`src/rtl/host_reg_port_pkg.sv`:
```
package host_reg_port_pkg;
  localparam int unsigned REG_W     = 8;
  localparam int unsigned MAX_REGS  = 16;
  localparam logic [7:0]  STATUS_RD = 8'h11;

  function automatic logic [7:0] reg_reset_value(input int unsigned idx);
    case (idx)
      0:       return 8'h60;
      2:       return 8'h03;
      5:       return 8'h0A;
      default: return 8'h00;
    endcase
  endfunction

  // bits that are held at zero whatever the host writes
  function automatic logic [7:0] reg_fixed_zero(input int unsigned idx);
    case (idx)
      5, 7:    return 8'hF0;
      8:       return 8'h20;
      10:      return 8'hE0;
      default: return 8'h00;
    endcase
  endfunction

  function automatic logic cmd_is_write(input logic [7:0] c, input int unsigned nregs);
    return (c[3:0] == 4'h0) && (32'(c[7:4]) < nregs);
  endfunction

  function automatic logic [7:0] pack_status(input logic [1:0] pf, input logic [1:0] qf,
                                             input logic dg, input logic vb,
                                             input logic idle, input logic rdy);
    return {pf[1], pf[0], qf[1], qf[0], dg, vb, idle, rdy};
  endfunction
endpackage

```
`src/rtl/hrp_sync.sv`:
```
module hrp_sync #(
  parameter int unsigned STAGES = 2,
  parameter int unsigned W      = 3
) (
  input  logic         clk,
  input  logic         rst_n,
  input  logic [W-1:0] d,
  output logic [W-1:0] q
);
  logic [W-1:0] chain [STAGES];

  always_ff @(posedge clk or negedge rst_n) begin
    if (!rst_n) chain[0] <= '0;
    else        chain[0] <= d;
  end

  for (genvar s = 1; s < STAGES; s++) begin : g_stage
    always_ff @(posedge clk or negedge rst_n) begin
      if (!rst_n) chain[s] <= '0;
      else        chain[s] <= chain[s-1];
    end
  end

  assign q = chain[STAGES-1];
endmodule

```
`src/rtl/hrp_frame.sv`:
```
module hrp_frame
  import host_reg_port_pkg::*;
(
  input  logic       clk,
  input  logic       rst_n,
  input  logic       ce_s,
  input  logic       sck_s,
  input  logic       di_s,
  input  logic [7:0] status_byte,
  output logic       sck_rise,
  output logic       wr_strobe,
  output logic [7:0] wr_cmd,
  output logic [7:0] wr_data,
  output logic       do_low
);
  localparam int unsigned FRAME_BITS = 2 * REG_W;
  localparam int unsigned CNT_W      = $clog2(FRAME_BITS + 1);

  logic             sck_q;
  logic [CNT_W-1:0] bit_cnt;
  logic [7:0]       shreg;
  logic [7:0]       shnext;
  logic [7:0]       snap;
  logic             rd_mode;

  assign sck_rise = sck_s & ~sck_q;
  assign shnext   = {di_s, shreg[7:1]};

  always_ff @(posedge clk or negedge rst_n) begin
    if (!rst_n) begin
      sck_q     <= 1'b0;
      bit_cnt   <= '0;
      shreg     <= '0;
      snap      <= '0;
      rd_mode   <= 1'b0;
      wr_strobe <= 1'b0;
      wr_cmd    <= '0;
      wr_data   <= '0;
    end else begin
      sck_q     <= sck_s;
      wr_strobe <= 1'b0;
      if (!ce_s) begin
        bit_cnt <= '0;
        rd_mode <= 1'b0;
      end else if (sck_rise && (32'(bit_cnt) < FRAME_BITS)) begin
        shreg   <= shnext;
        bit_cnt <= bit_cnt + 1'b1;
        if (32'(bit_cnt) == REG_W - 1) begin
          wr_cmd  <= shnext;
          rd_mode <= (shnext == STATUS_RD);
          snap    <= status_byte;
        end
        if (32'(bit_cnt) == FRAME_BITS - 1) begin
          wr_strobe <= 1'b1;
          wr_data   <= shnext;
        end
      end
    end
  end

  // data byte of a read: bit_cnt 8..15 selects the snapshot bit on the line
  assign do_low = rd_mode && (bit_cnt[CNT_W-1:3] == 2'b01) && !snap[bit_cnt[2:0]];
endmodule

```
`src/rtl/hrp_regbank.sv`:
```
module hrp_regbank
  import host_reg_port_pkg::*;
#(
  parameter int unsigned NUM_REGS = 12
) (
  input  logic                      clk,
  input  logic                      rst_n,
  input  logic                      wr_strobe,
  input  logic [7:0]                wr_cmd,
  input  logic [7:0]                wr_data,
  output logic [NUM_REGS*REG_W-1:0] reg_flat,
  output logic                      soft_rst
);
  logic wr_ok;
  assign wr_ok = wr_strobe && cmd_is_write(wr_cmd, NUM_REGS);

  for (genvar g = 0; g < NUM_REGS; g++) begin : g_reg
    logic [7:0] q;
    always_ff @(posedge clk or negedge rst_n) begin
      if (!rst_n) begin
        q <= reg_reset_value(g);
      end else if (wr_ok && (wr_cmd[7:4] == 4'(g))) begin
        q <= wr_data & ~reg_fixed_zero(g);
      end else if (g == 0) begin
        q[7] <= 1'b0;  // reset request lives for one clock
      end
    end
    assign reg_flat[g*REG_W +: REG_W] = q;
  end

  assign soft_rst = reg_flat[7];
endmodule

```
`src/rtl/host_reg_port.sv`:
```
module host_reg_port
  import host_reg_port_pkg::*;
#(
  parameter int unsigned NUM_REGS    = 12,
  parameter int unsigned SYNC_STAGES = 2
) (
  input  logic                      clk,
  input  logic                      rst_n,
  input  logic                      ser_ce,
  input  logic                      ser_clk,
  input  logic                      ser_di,
  input  logic [1:0]                p_flag,
  input  logic [1:0]                q_flag,
  input  logic                      disc_gfx,
  input  logic                      vblank,
  input  logic                      cmd_idle,
  input  logic                      data_ready,
  output logic                      ser_do_low,
  output logic [NUM_REGS*REG_W-1:0] reg_flat,
  output logic                      soft_rst_pulse
);
  logic [2:0] lines_s;
  logic       ce_s;
  logic       sck_s;
  logic       di_s;
  logic       sck_rise;
  logic       wr_strobe;
  logic [7:0] wr_cmd;
  logic [7:0] wr_data;
  logic [7:0] status_byte;

  hrp_sync #(.STAGES(SYNC_STAGES), .W(3)) u_sync (
    .clk(clk), .rst_n(rst_n),
    .d({ser_ce, ser_clk, ser_di}), .q(lines_s)
  );
  assign {ce_s, sck_s, di_s} = lines_s;

  assign status_byte = pack_status(p_flag, q_flag, disc_gfx, vblank, cmd_idle, data_ready);

  hrp_frame u_frame (
    .clk(clk), .rst_n(rst_n),
    .ce_s(ce_s), .sck_s(sck_s), .di_s(di_s),
    .status_byte(status_byte),
    .sck_rise(sck_rise),
    .wr_strobe(wr_strobe), .wr_cmd(wr_cmd), .wr_data(wr_data),
    .do_low(ser_do_low)
  );

  hrp_regbank #(.NUM_REGS(NUM_REGS)) u_bank (
    .clk(clk), .rst_n(rst_n),
    .wr_strobe(wr_strobe), .wr_cmd(wr_cmd), .wr_data(wr_data),
    .reg_flat(reg_flat), .soft_rst(soft_rst_pulse)
  );
endmodule

```
`config.mk`:
```
export PLATFORM = sky130hd
export DESIGN_NAME = host_reg_port
export DESIGN_NICKNAME = d
export VERILOG_FILES = /design/src/rtl/host_reg_port_pkg.sv /design/src/rtl/hrp_sync.sv /design/src/rtl/hrp_frame.sv /design/src/rtl/hrp_regbank.sv /design/src/rtl/host_reg_port.sv
export SDC_FILE = /design/constraint.sdc
export NUM_CORES = 1
export LEC_CHECK = 0
export BUFFER_PORTS_ARGS = -buffer_cell sky130_fd_sc_hd__clkbuf_2
export CAP_MARGIN = 20
export CORE_MARGIN = 2
export CORE_UTILIZATION = 45
export DETAILED_ROUTE_END_ITERATION = 10
export MAX_ROUTING_LAYER = met4
export PLACE_DENSITY = 0.67
export SETUP_SLACK_MARGIN = 0.15
export SLEW_MARGIN = 25
export SYNTH_ARGS = -nofsm -noshare
export SYNTH_HDL_FRONTEND = slang
export SYNTH_SLANG_ARGS = --single-unit
```
`constraint.sdc`:
```
create_clock -name clk -period 3.2 [get_ports clk]
set_clock_uncertainty 0.1 [all_clocks]
set_input_delay 0.16 -clock clk [delete_from_list [all_inputs] [get_ports clk]]
set_output_delay 0.16 -clock clk [all_outputs]
set_load 0.02 [all_outputs]
```
## Word-level counts from Yosys, hierarchy flattened

Cells that the tools add are included.

- Input bits: 13
- Register bits: 130
- Output and inout bits: 98
- Logic and storage cells: 81

- Add/subtract/negate cells: 1
- Reduce and logical (&&, ||, !) cells: 24
- Bitwise operators: 2
- Muxes and demuxes: 11
- Order comparisons: 3
- Eq/ne operators: 17

Operators by type and width:

| kind | count |
|---|---|
| 1-bit logical AND | 17 |
| 4-bit by 3-bit equality test with 1-bit output (second input constant) | 4 |
| 4-bit equality test (second input constant) | 4 |
| 5-bit 2-to-1 mux | 2 |
| 4-bit by 2-bit equality test with 1-bit output (second input constant) | 2 |
| 8-bit by 5-bit equality test with 1-bit output (second input constant) | 1 |
| 4-bit logical NOT | 2 |
| 1-bit 2-to-1 mux | 8 |
| 3-bit AND reduction | 2 |
| 5-bit by 1-bit adder with 5-bit output (second input constant) | 1 |
| 5-bit by 3-bit equality test with 1-bit output (second input constant) | 1 |
| 5-bit by 4-bit equality test with 1-bit output (second input constant) | 1 |
| 5-bit < comparator (second input constant) | 1 |
| 4-bit by 1-bit equality test with 1-bit output (second input constant) | 1 |
| 3-bit by 4-bit < comparator with 1-bit output (second input constant) | 1 |
| 4-bit < comparator (second input constant) | 1 |
| 2-bit by 1-bit != test with 1-bit output (second input constant) | 2 |
| 2-bit AND reduction | 2 |
| 1-bit binary-select mux with 3-bit select | 1 |
| 2-bit by 1-bit equality test with 1-bit output (second input constant) | 1 |
| 1-bit AND | 1 |
| 1-bit logical NOT | 1 |
| 1-bit NOT | 1 |

## Logic depth before layout (Yosys ltp)

Gate-level depths: netlist (run 1).

- Depth in word-level cells: 5
- Mapped depth: 6
- Depth with buffers taken out: 5

## Hierarchy

From an unflattened synthesis (run 1), not the netlist that was laid out.

- Cells, all modules: 329
- Area, all modules: 5,262.5 µm²

By module, submodules not included:

| module | times used | cells each | area an instance (µm²) | seq. area each (µm²) |
|---|---|---|---|---|
| hrp_regbank | 1 | 207 | 3,387.0 | 2,109.5 |
| hrp_frame | 1 | 113 | 1,702.9 | 975.9 |
| hrp_sync | 1 | 9 | 172.7 | 150.1 |

## Worst setup path before layout (run 1)

No wires, ideal clock.

- Path kind: register -> register
- From: reg u_frame.bit_cnt[0]
- To: reg u_frame.bit_cnt[4]
- Required time: 3.023 ns
- Setup time: 0.077 ns
- Arrival: 1.573 ns
- Stages on the path, launching flop included: 6
- Period minus slack after synthesis: 1.751 ns
- Path buffers: 0
- Slack: 1.449 ns
- Cell sequence: dfrtp_1 > ha_1 > and3_1 > ha_1 > or3b_2 > a21oi_1

- Longest elaborated chain between the ends: 3
- Elaborated cells on any way between the ends: 6
- Those cells by class: add/sub: 1; order compare: 1; eq/ne: 1; mux: 2; reduce/logical: 1

Ends and longest elaborated chain:

| element | RTL line | text |
|---|---|---|
| from (decl) | hrp_frame.sv:20 | `logic [CNT_W-1:0] bit_cnt;` |
| from (signal assigned) | hrp_frame.sv:47 | `bit_cnt <= bit_cnt + 1'b1;` |
| 5-bit by 1-bit adder with 5-bit output or 5-bit < comparator (tied branches) | hrp_frame.sv:47, hrp_frame.sv:45 |  |
| 5-bit 2-to-1 mux or 1-bit logical AND (tied branches) | hrp_frame.sv:45 | `end else if (sck_rise && (32'(bit_cnt) < FRAME_BITS)) begin` |
| 5-bit 2-to-1 mux or 2-bit by 1-bit != test with 1-bit output (tied branches) | - |  |

Parallel ways exist; a longest one is shown, timed or not. The select of a mux whose other input is x is not followed.
A chain may end at the register's enable or synchronous reset.

## Final worst setup path (run 1)

- From: reg u_frame.wr_cmd[1]
- To: reg u_bank.g_reg[3].q[2]

- Longest elaborated chain between the ends: 4

Ends and longest elaborated chain:

| element | RTL line | text |
|---|---|---|
| from (decl) | hrp_frame.sv:12 | `output logic [7:0] wr_cmd,` |
| from (signal assigned) | hrp_frame.sv:49 | `wr_cmd <= shnext;` |
| 4-bit logical NOT | host_reg_port_pkg.sv:26 | `return (c[3:0] == 4'h0) && (32'(c[7:4]) < nregs);` |
| 1-bit logical AND | host_reg_port_pkg.sv:26 |  |
| 1-bit logical AND | hrp_regbank.sv:15 | `assign wr_ok = wr_strobe && cmd_is_write(wr_cmd, NUM_REGS);` |
| 1-bit logical AND | hrp_regbank.sv:22 | `end else if (wr_ok && (wr_cmd[7:4] == 4'(g))) begin` |
| to (signal assigned) | hrp_regbank.sv:21 | `q <= reg_reset_value(g);` |
| to (signal assigned) | hrp_regbank.sv:23 | `q <= wr_data & ~reg_fixed_zero(g);` |
| to (decl) | hrp_regbank.sv:18 | `logic [7:0] q;` |

Every way passes these cells.

==> impl_metrics.tcl, run 1 <==
set metrics [dict create \
    outcome "completed" \
    postSynthCellCount 329 \
    clk_path_buf_depth 2 \
    dieArea_um2 12400 \
    post_synth.cell_area_avg_um2 15.7 \
    path_clk_slew_ns 0.06 \
    worst_path_max_delay_cell "sky130_fd_sc_hd__nor3_2" \
    hold_class "in2async" \
    drc_errors 0 \
    timing.final.setup_violations 0 \
    synth.cell_area_um2 5180 \
    relSlewSlack_pct 34.0 \
    timing.critical_path.max_delay_family "simple AND/OR/NAND/NOR gates" \
    synth_seq_cells 129 \
    fp-row-count 39 \
    synth_enable_flop_cells 0 \
    synth_cell_type_count 35 \
    postSynth.asyncResetShare_pct 100 \
    insertedDiodeCount 0 \
    final_net_count 458 \
    finalCriticalPeriod_ns 2.29 \
    yosys.area.top_type "sky130_fd_sc_hd__dfrtp_1" \
    power_frac_clock_pct 49.2 \
    synth_top_area_share_pct 59.4 \
    critPathMaxStageDelay_ns 0.81 \
    worstPathBufferInverterCount 0 \
    cts.repair.resized 0 \
    drc_marker_count_from_the_first_detailed_route_iteration 154 \
    floorplan.die.height_um 111 \
    leading_cell_types_by_total_area_after_synthesis "sky130_fd_sc_hd__dfrtp_1, sky130_fd_sc_hd__mux2_2, sky130_fd_sc_hd__dfstp_2, sky130_fd_sc_hd__buf_4, sky130_fd_sc_hd__nand3_2" \
    grt_pass1_vias 3148 \
    average_wire_per_cell_in_the_routed_design_um 17.2 \
    cts_inserted_buffers 17 \
    layout_cell_share_with_drive_strength_beyond_1_pct 58.8 \
    portion_of_total_power_attributed_to_sequential_cells_pct 47.5 \
    ys_dominant_reg_cell "sky130_fd_sc_hd__dfrtp_1" \
    hold_buffers 12 \
    worst_skew_pair.late_latency_ns 0.41 \
    clkSinkCount 129 \
    worstPathArrival_ns 2.49 \
    combPwrFrac_pct 3.3 \
    start_util_pct 45.7 \
    worst_slew_pin_slew_ns 0.985 \
    fin_util_pct 56.7 \
    pin_count_of_the_biggest_net_entering_global_routing 86 \
    final_max_tran_viols 0 \
    worstSetupPathType "reg2reg" \
    floorplan.core_area_um2 11300 \
    worstSetupPathDepth 3 \
    p_per_area_nw_per_um2 566 \
    layout.cells.most_common "sky130_fd_sc_hd__dfrtp_1" \
    dp.final_hpwl_um 6840 \
    grt_pass1_wl_um 16900 \
    grt_remaining_overflow 0 \
    cts_post_setup_buffers_inserted 0 \
    postLayoutSetupSlackWorst_ns 0.907 \
    cp-end-kind "register" \
    r2r_cells 3 \
    viasPerCell 5.09 \
    htree_num_levels 4 \
    max_cap_violations 0 \
    die_width_um 111 \
    postRouteWirelength_um 10300 \
    grt_antenna_before_repair 0 \
    area_growth_syn_to_layout_pct 23.9 \
    hold_violations 0 \
    vias 3051 \
    synth-seq-area-share_pct 62.5 \
    route.antenna.remaining_nets 0 \
    yosysWarningCount 0 \
    critical_path.cell_chain "nor3_2 > nand4_2 > mux2_2" \
    clock_tree_from_tritoncts "yes" \
    tcrit_tclk_final_pct 71.7 \
    num_io_pins 111 \
    cellLeakagePower_nw 3.35 \
    clk_root_buffer_cell "sky130_fd_sc_hd__clkbuf_16" \
    detail_route.first_pass.iterations 4 \
    port_buffers 98 \
    internal_portion_of_total_power_w 0.00285 \
    largest_fanout_of_any_net_on_the_critical_path 13 \
    gr-usage-all-layers_pct 18.3 \
    fin_tns_setup_ns 0 \
    grt_setup_unrepaired "no" \
    irDropWorstVdd_mv 0.409 \
    netSwitchingFraction_pct 21.6 \
    most-common-layout-cells "sky130_fd_sc_hd__dfrtp_1, sky130_fd_sc_hd__mux2_2, sky130_fd_sc_hd__clkbuf_2" \
    pre_cts_ws_ns 0.955 \
    place_congestion 0.729 \
    net-switching-power_w 0.000784 \
    max_freq_ghz 0.436 \
    critical_path_startpoint_category "register" \
    data_required_time_at_the_worst_endpoint_ns 3.39 \
]
-- sequential cells by signal (all words and copies together), names as in the netlist --
name / cells
u_frame.shreg: 7
u_frame.sck_q: 1
u_frame.bit_cnt: 5
u_frame.wr_data: 8
u_frame.wr_strobe: 1
u_sync.q: 3
u_frame.rd_mode: 1
u_sync.chain: 3
u_frame.wr_cmd: 8
u_frame.snap: 8
u_bank.g.q: 84
-- Yosys cell counts, types with 3 or more instances --
master                     number
sky130_fd_sc_hd__mux2_2       114
sky130_fd_sc_hd__buf_4         14
sky130_fd_sc_hd__buf_6          3
sky130_fd_sc_hd__and4bb_2       3
sky130_fd_sc_hd__clkbuf_1       7
sky130_fd_sc_hd__nand3_2        7
sky130_fd_sc_hd__mux2i_1        4
sky130_fd_sc_hd__inv_1          4
sky130_fd_sc_hd__nand2_1        3
sky130_fd_sc_hd__nand3_1        3
sky130_fd_sc_hd__dfstp_2        6
sky130_fd_sc_hd__a21oi_1        5
sky130_fd_sc_hd__dfrtp_1      123
-- stage by stage --
stage / cell area (um2) / total power [W] / hold slack, ns / cells
2_1_floorplan: 5220 / 0.00181 / -0.236 / 340
3_3_place_gp: 5730 / 0.00186 / 0.170 / 555
3_5_place_dp: 5730 / 0.00186 / 0.172 / 555
4_1_cts: 6410 / 0.00368 / 0.249 / 599
5_1_grt: 6420 / 0.00378 / 0.255 / 599
6_report: 6420 / 0.00364 / 0.246 / 599
-- cell families (layout without fill, tap and decap cells) --
family                     after synthesis  in the layout  synth area share, %
other                                    1             12               0.0724
AOI/OAI and AO/OA                        8              8                0.870
muxes                                  119            119                 26.0
buffers and inverters                   31            147                 3.72
adders and majority gates                2              2                0.483
DFF                                    129            129                 62.5
xor gates and xnor gates                 1              1                0.169
and+or+nand+nor                         38             38                 6.21
-- worst paths after layout --
| kind | start | end | slack (ns) |
|---|---|---|---|
| max | u_frame.wr_cmd[1] | u_bank.g_reg[3].q[2] | 0.91 |
| max reg2reg | u_frame.wr_cmd[1] | u_bank.g_reg[3].q[2] | 0.91 |
| min reg2reg | u_sync.chain[5] | u_sync.q[2] | 0.25 |
| min in group clk | u_sync.chain[5] | u_sync.q[2] | 0.25 |
| min | rst_n | u_bank.g_reg[9].q[1] | 0.25 |
| max in group asynchronous | rst_n | u_frame.wr_data[0] | 2.01 |
-- layer usage --
metal / up-vias / GRT usage, % / share of wire, % / wire [um]
met3: 12 / 5.08 / 3.7 / 384
li1: 1380 / - / - / -
met1: 1583 / 22.1 / 43 / 4420
met2: 76 / 29.5 / 52 / 5360
met5: - / - / 0 / 0
met4: 0 / 6.67 / 1.1 / 114
-- layout make-up --
type | count | area [um2]
clock buffer | 22 | 474
clock inverter | 10 | 85.1
fill | 901 | 4900
inverter | 4 | 15.0
multi-input combinational | 180 | 1790
sequential | 129 | 3240
tap | 143 | 179
timing repair buffer | 111 | 637
-- power by group through the flow --
stage	logic [W]	clock network [W]	registers, W
floorplan	0.0000741	0	0.00173
global placement	0.000106	0	0.00175
detailed placement	0.000111	0	0.00175
CTS	0.000123	0.00183	0.00173
global route	0.000136	0.00191	0.00173
finish	0.000120	0.00179	0.00173
Power figures use the tool's default switching activity.
==> inputs of run 2 (changes only) <==
--- a/config.mk
+++ b/config.mk
@@ -11,7 +11,7 @@
 export CORE_UTILIZATION = 45
 export DETAILED_ROUTE_END_ITERATION = 10
 export MAX_ROUTING_LAYER = met4
-export PLACE_DENSITY = 0.67
+export PLACE_DENSITY = 0.7
 export SETUP_SLACK_MARGIN = 0.15
 export SLEW_MARGIN = 25
 export SYNTH_ARGS = -nofsm -noshare
==> constraint.sdc (replaced) <==
create_clock -name clk -period 1.89 [get_ports clk]
set_clock_uncertainty 0.1 [all_clocks]
set_input_delay 0.0945 -clock clk [delete_from_list [all_inputs] [get_ports clk]]
set_output_delay 0.0945 -clock clk [all_outputs]
set_load 0.02 [all_outputs]
==> impl_metrics.tcl, run 2 (same netlist as run 1, synthesis figures left out) <==
set metrics [dict create \
    final_max_tran_viols 0 \
    vias 3129 \
    route.met3.wl_um 518 \
    hold_violations 0 \
    internal_portion_of_total_power_w 0.00485 \
    insertedDiodeCount 0 \
    timing.critical_path.max_delay_family "multiplexers" \
    finish.cell_count_without_fillers 608 \
    violations "setup timing" \
    area_growth_syn_to_layout_pct 29.1 \
    highest_layer "met4" \
    critPathMaxStageDelay_ns 0.46 \
    detail_route.first_pass.iterations 4 \
    tcrit_tclk_final_pct 107 \
    register_name_with_the_most_flops "u_bank.g.q" \
    dp.final_hpwl_um 6960 \
    length_of_routed_met2_wiring_um 5360 \
    max_freq_ghz 0.493 \
    net-switching-power_w 0.00140 \
    pin_count_of_the_biggest_net_entering_global_routing 70 \
    outcome "finished, violations left" \
    relSlewSlack_pct 56.6 \
    clkSinkCount 129 \
    average_wire_per_cell_in_the_routed_design_um 17.4 \
    r2r_start "u_frame.bit_cnt[1]" \
    critical_path_startpoint_category "register" \
    r2r_cells 5 \
    drc_marker_count_from_the_first_detailed_route_iteration 128 \
    port_buffers 98 \
    layout_cell_share_with_drive_strength_beyond_1_pct 61.9 \
    route.antenna.remaining_nets 0 \
    worst-r2r-setup-slack_ns 0.10 \
    htree_num_levels 4 \
    grt_pass1_vias 3212 \
    floorplan.die.height_um 111 \
    dpl.cell_count 561 \
    wl_met1_um 4550 \
    combPwrFrac_pct 3.5 \
    data_required_time_at_the_worst_endpoint_ns 1.70 \
    portion_of_total_power_attributed_to_sequential_cells_pct 46.9 \
    gr-usage-all-layers_pct 18.0 \
    cellLeakagePower_nw 3.45 \
    worst_slew_pin_slew_ns 0.650 \
    start_util_pct 45.7 \
    num_io_pins 111 \
    critical_path.cell_chain "buf_6 > mux2i_1 > mux4_2 > and4_4 > buf_8" \
    hold_class "in2async" \
    die_width_um 111 \
    netSwitchingFraction_pct 22.4 \
    irDropWorstVdd_mv 0.715 \
    worstSetupPathDepth 5 \
    cts_inserted_buffers 17 \
    postRouteWirelength_um 10600 \
    worstPathArrival_ns 1.83 \
    clk_path_buf_depth 2 \
    largest_fanout_of_any_net_on_the_critical_path 5 \
    p_per_area_nw_per_um2 935 \
    postLayoutSetupSlackWorst_ns -0.137 \
    final_net_count 467 \
    dieArea_um2 12400 \
    worstSetupPathType "reg2out" \
    viasPerCell 5.15 \
    place_congestion 0.787 \
    fin_tns_setup_ns -0.137 \
    grt_setup_unrepaired "yes" \
    fp-row-count 39 \
    layout.cells.most_common "sky130_fd_sc_hd__dfrtp_1" \
    grt_antenna_before_repair 0 \
    finalCriticalPeriod_ns 2.03 \
    max_cap_violations 0 \
    drc_errors 0 \
    cp-end-kind "primary output" \
    clock_tree_from_tritoncts "yes" \
    most-common-layout-cells "sky130_fd_sc_hd__dfrtp_1, sky130_fd_sc_hd__clkbuf_2, sky130_fd_sc_hd__mux2_2" \
    worst_skew_pair.late_latency_ns 0.42 \
    grt_pass1_wl_um 16500 \
    grt_remaining_overflow 0 \
    power_frac_clock_pct 49.7 \
    worstPathBufferInverterCount 2 \
    path_clk_slew_ns 0.06 \
    worst_path_max_delay_cell "sky130_fd_sc_hd__mux4_2" \
    floorplan.core_area_um2 11300 \
    worst_setup_path_endpoint "ser_do_low" \
    reg2reg_to "u_frame.snap[7]" \
    clk_root_buffer_cell "sky130_fd_sc_hd__clkbuf_16" \
    crit_start "u_frame.bit_cnt[1]" \
    max_reg_flops 84 \
    timing.final.setup_violations 1 \
]
## run 2: cell count changes in the layout (fill, tap and decap cells not counted), sizes merged
cell	delta
buf	+10
clkinv	+2
clkbuf	-3
## run 2: layout make-up
class	instances	area [um2]
Tap cell	143	179
Sequential cell	129	3240
Clock buffer	20	467
Timing Repair Buffer	120	718
Clock inverter	12	110
Inverter	4	15.0
Multi-Input combinational cell	180	1960
Fill cell	860	4640
## run 2: through the flow
step | power, W | hold WS, ns | util [%] | cell area, um2 | setup WS [ns]
final | 0.00625 | 0.0858 | 59.0 | 6680 | -0.137
after global routing | 0.00645 | 0.116 | 59.0 | 6680 | -0.183
after CTS | 0.00628 | 0.0908 | 57.4 | 6500 | -0.159
after detailed placement | 0.00317 | -0.0154 | 51.1 | 5780 | 0.123
after global placement | 0.00316 | -0.0210 | 51.1 | 5780 | 0.166
after floorplan | 0.00306 | -0.301 | - | 5220 | 0.165
## run 2: per-layer routing
metal,vias to the layer above,global-route usage [%]
met1,1607,21.0
met4,0,6.58
met3,17,5.69
li1,1403,-
met5,-,-
met2,102,29.3
## run 2: how the worst min path moves through the flow
stage	to	slack, ns	depth (start not counted)
finish	u_bank.g_reg[9].q[6]	0.09	2
global route	u_bank.g_reg[9].q[6]	0.12	2
CTS	u_bank.g_reg[9].q[6]	0.09	2
detailed placement	u_bank.g_reg[9].q[6]	-0.02	1
global placement	u_bank.g_reg[9].q[6]	-0.02	1
floorplan	u_bank.g_reg[0].q[0]	-0.30	0
## run 2: power groups by stage
stage               Clock (W)  Combinational [W]  Sequential [W]
floorplan                   0           0.000126         0.00294
global placement            0           0.000189         0.00297
detailed placement          0           0.000194         0.00297
CTS                   0.00314           0.000216         0.00292
global route          0.00327           0.000244         0.00294
finish                0.00311           0.000217         0.00293
## run 2: timing repair
action	in CTS	in global routing
setup endpoints to repair	9	61
setup buffers	1	2
endpoints found under the hold margin	46	0
pin swaps	1	5
hold buffers	12	0
gates resized for setup	5	39
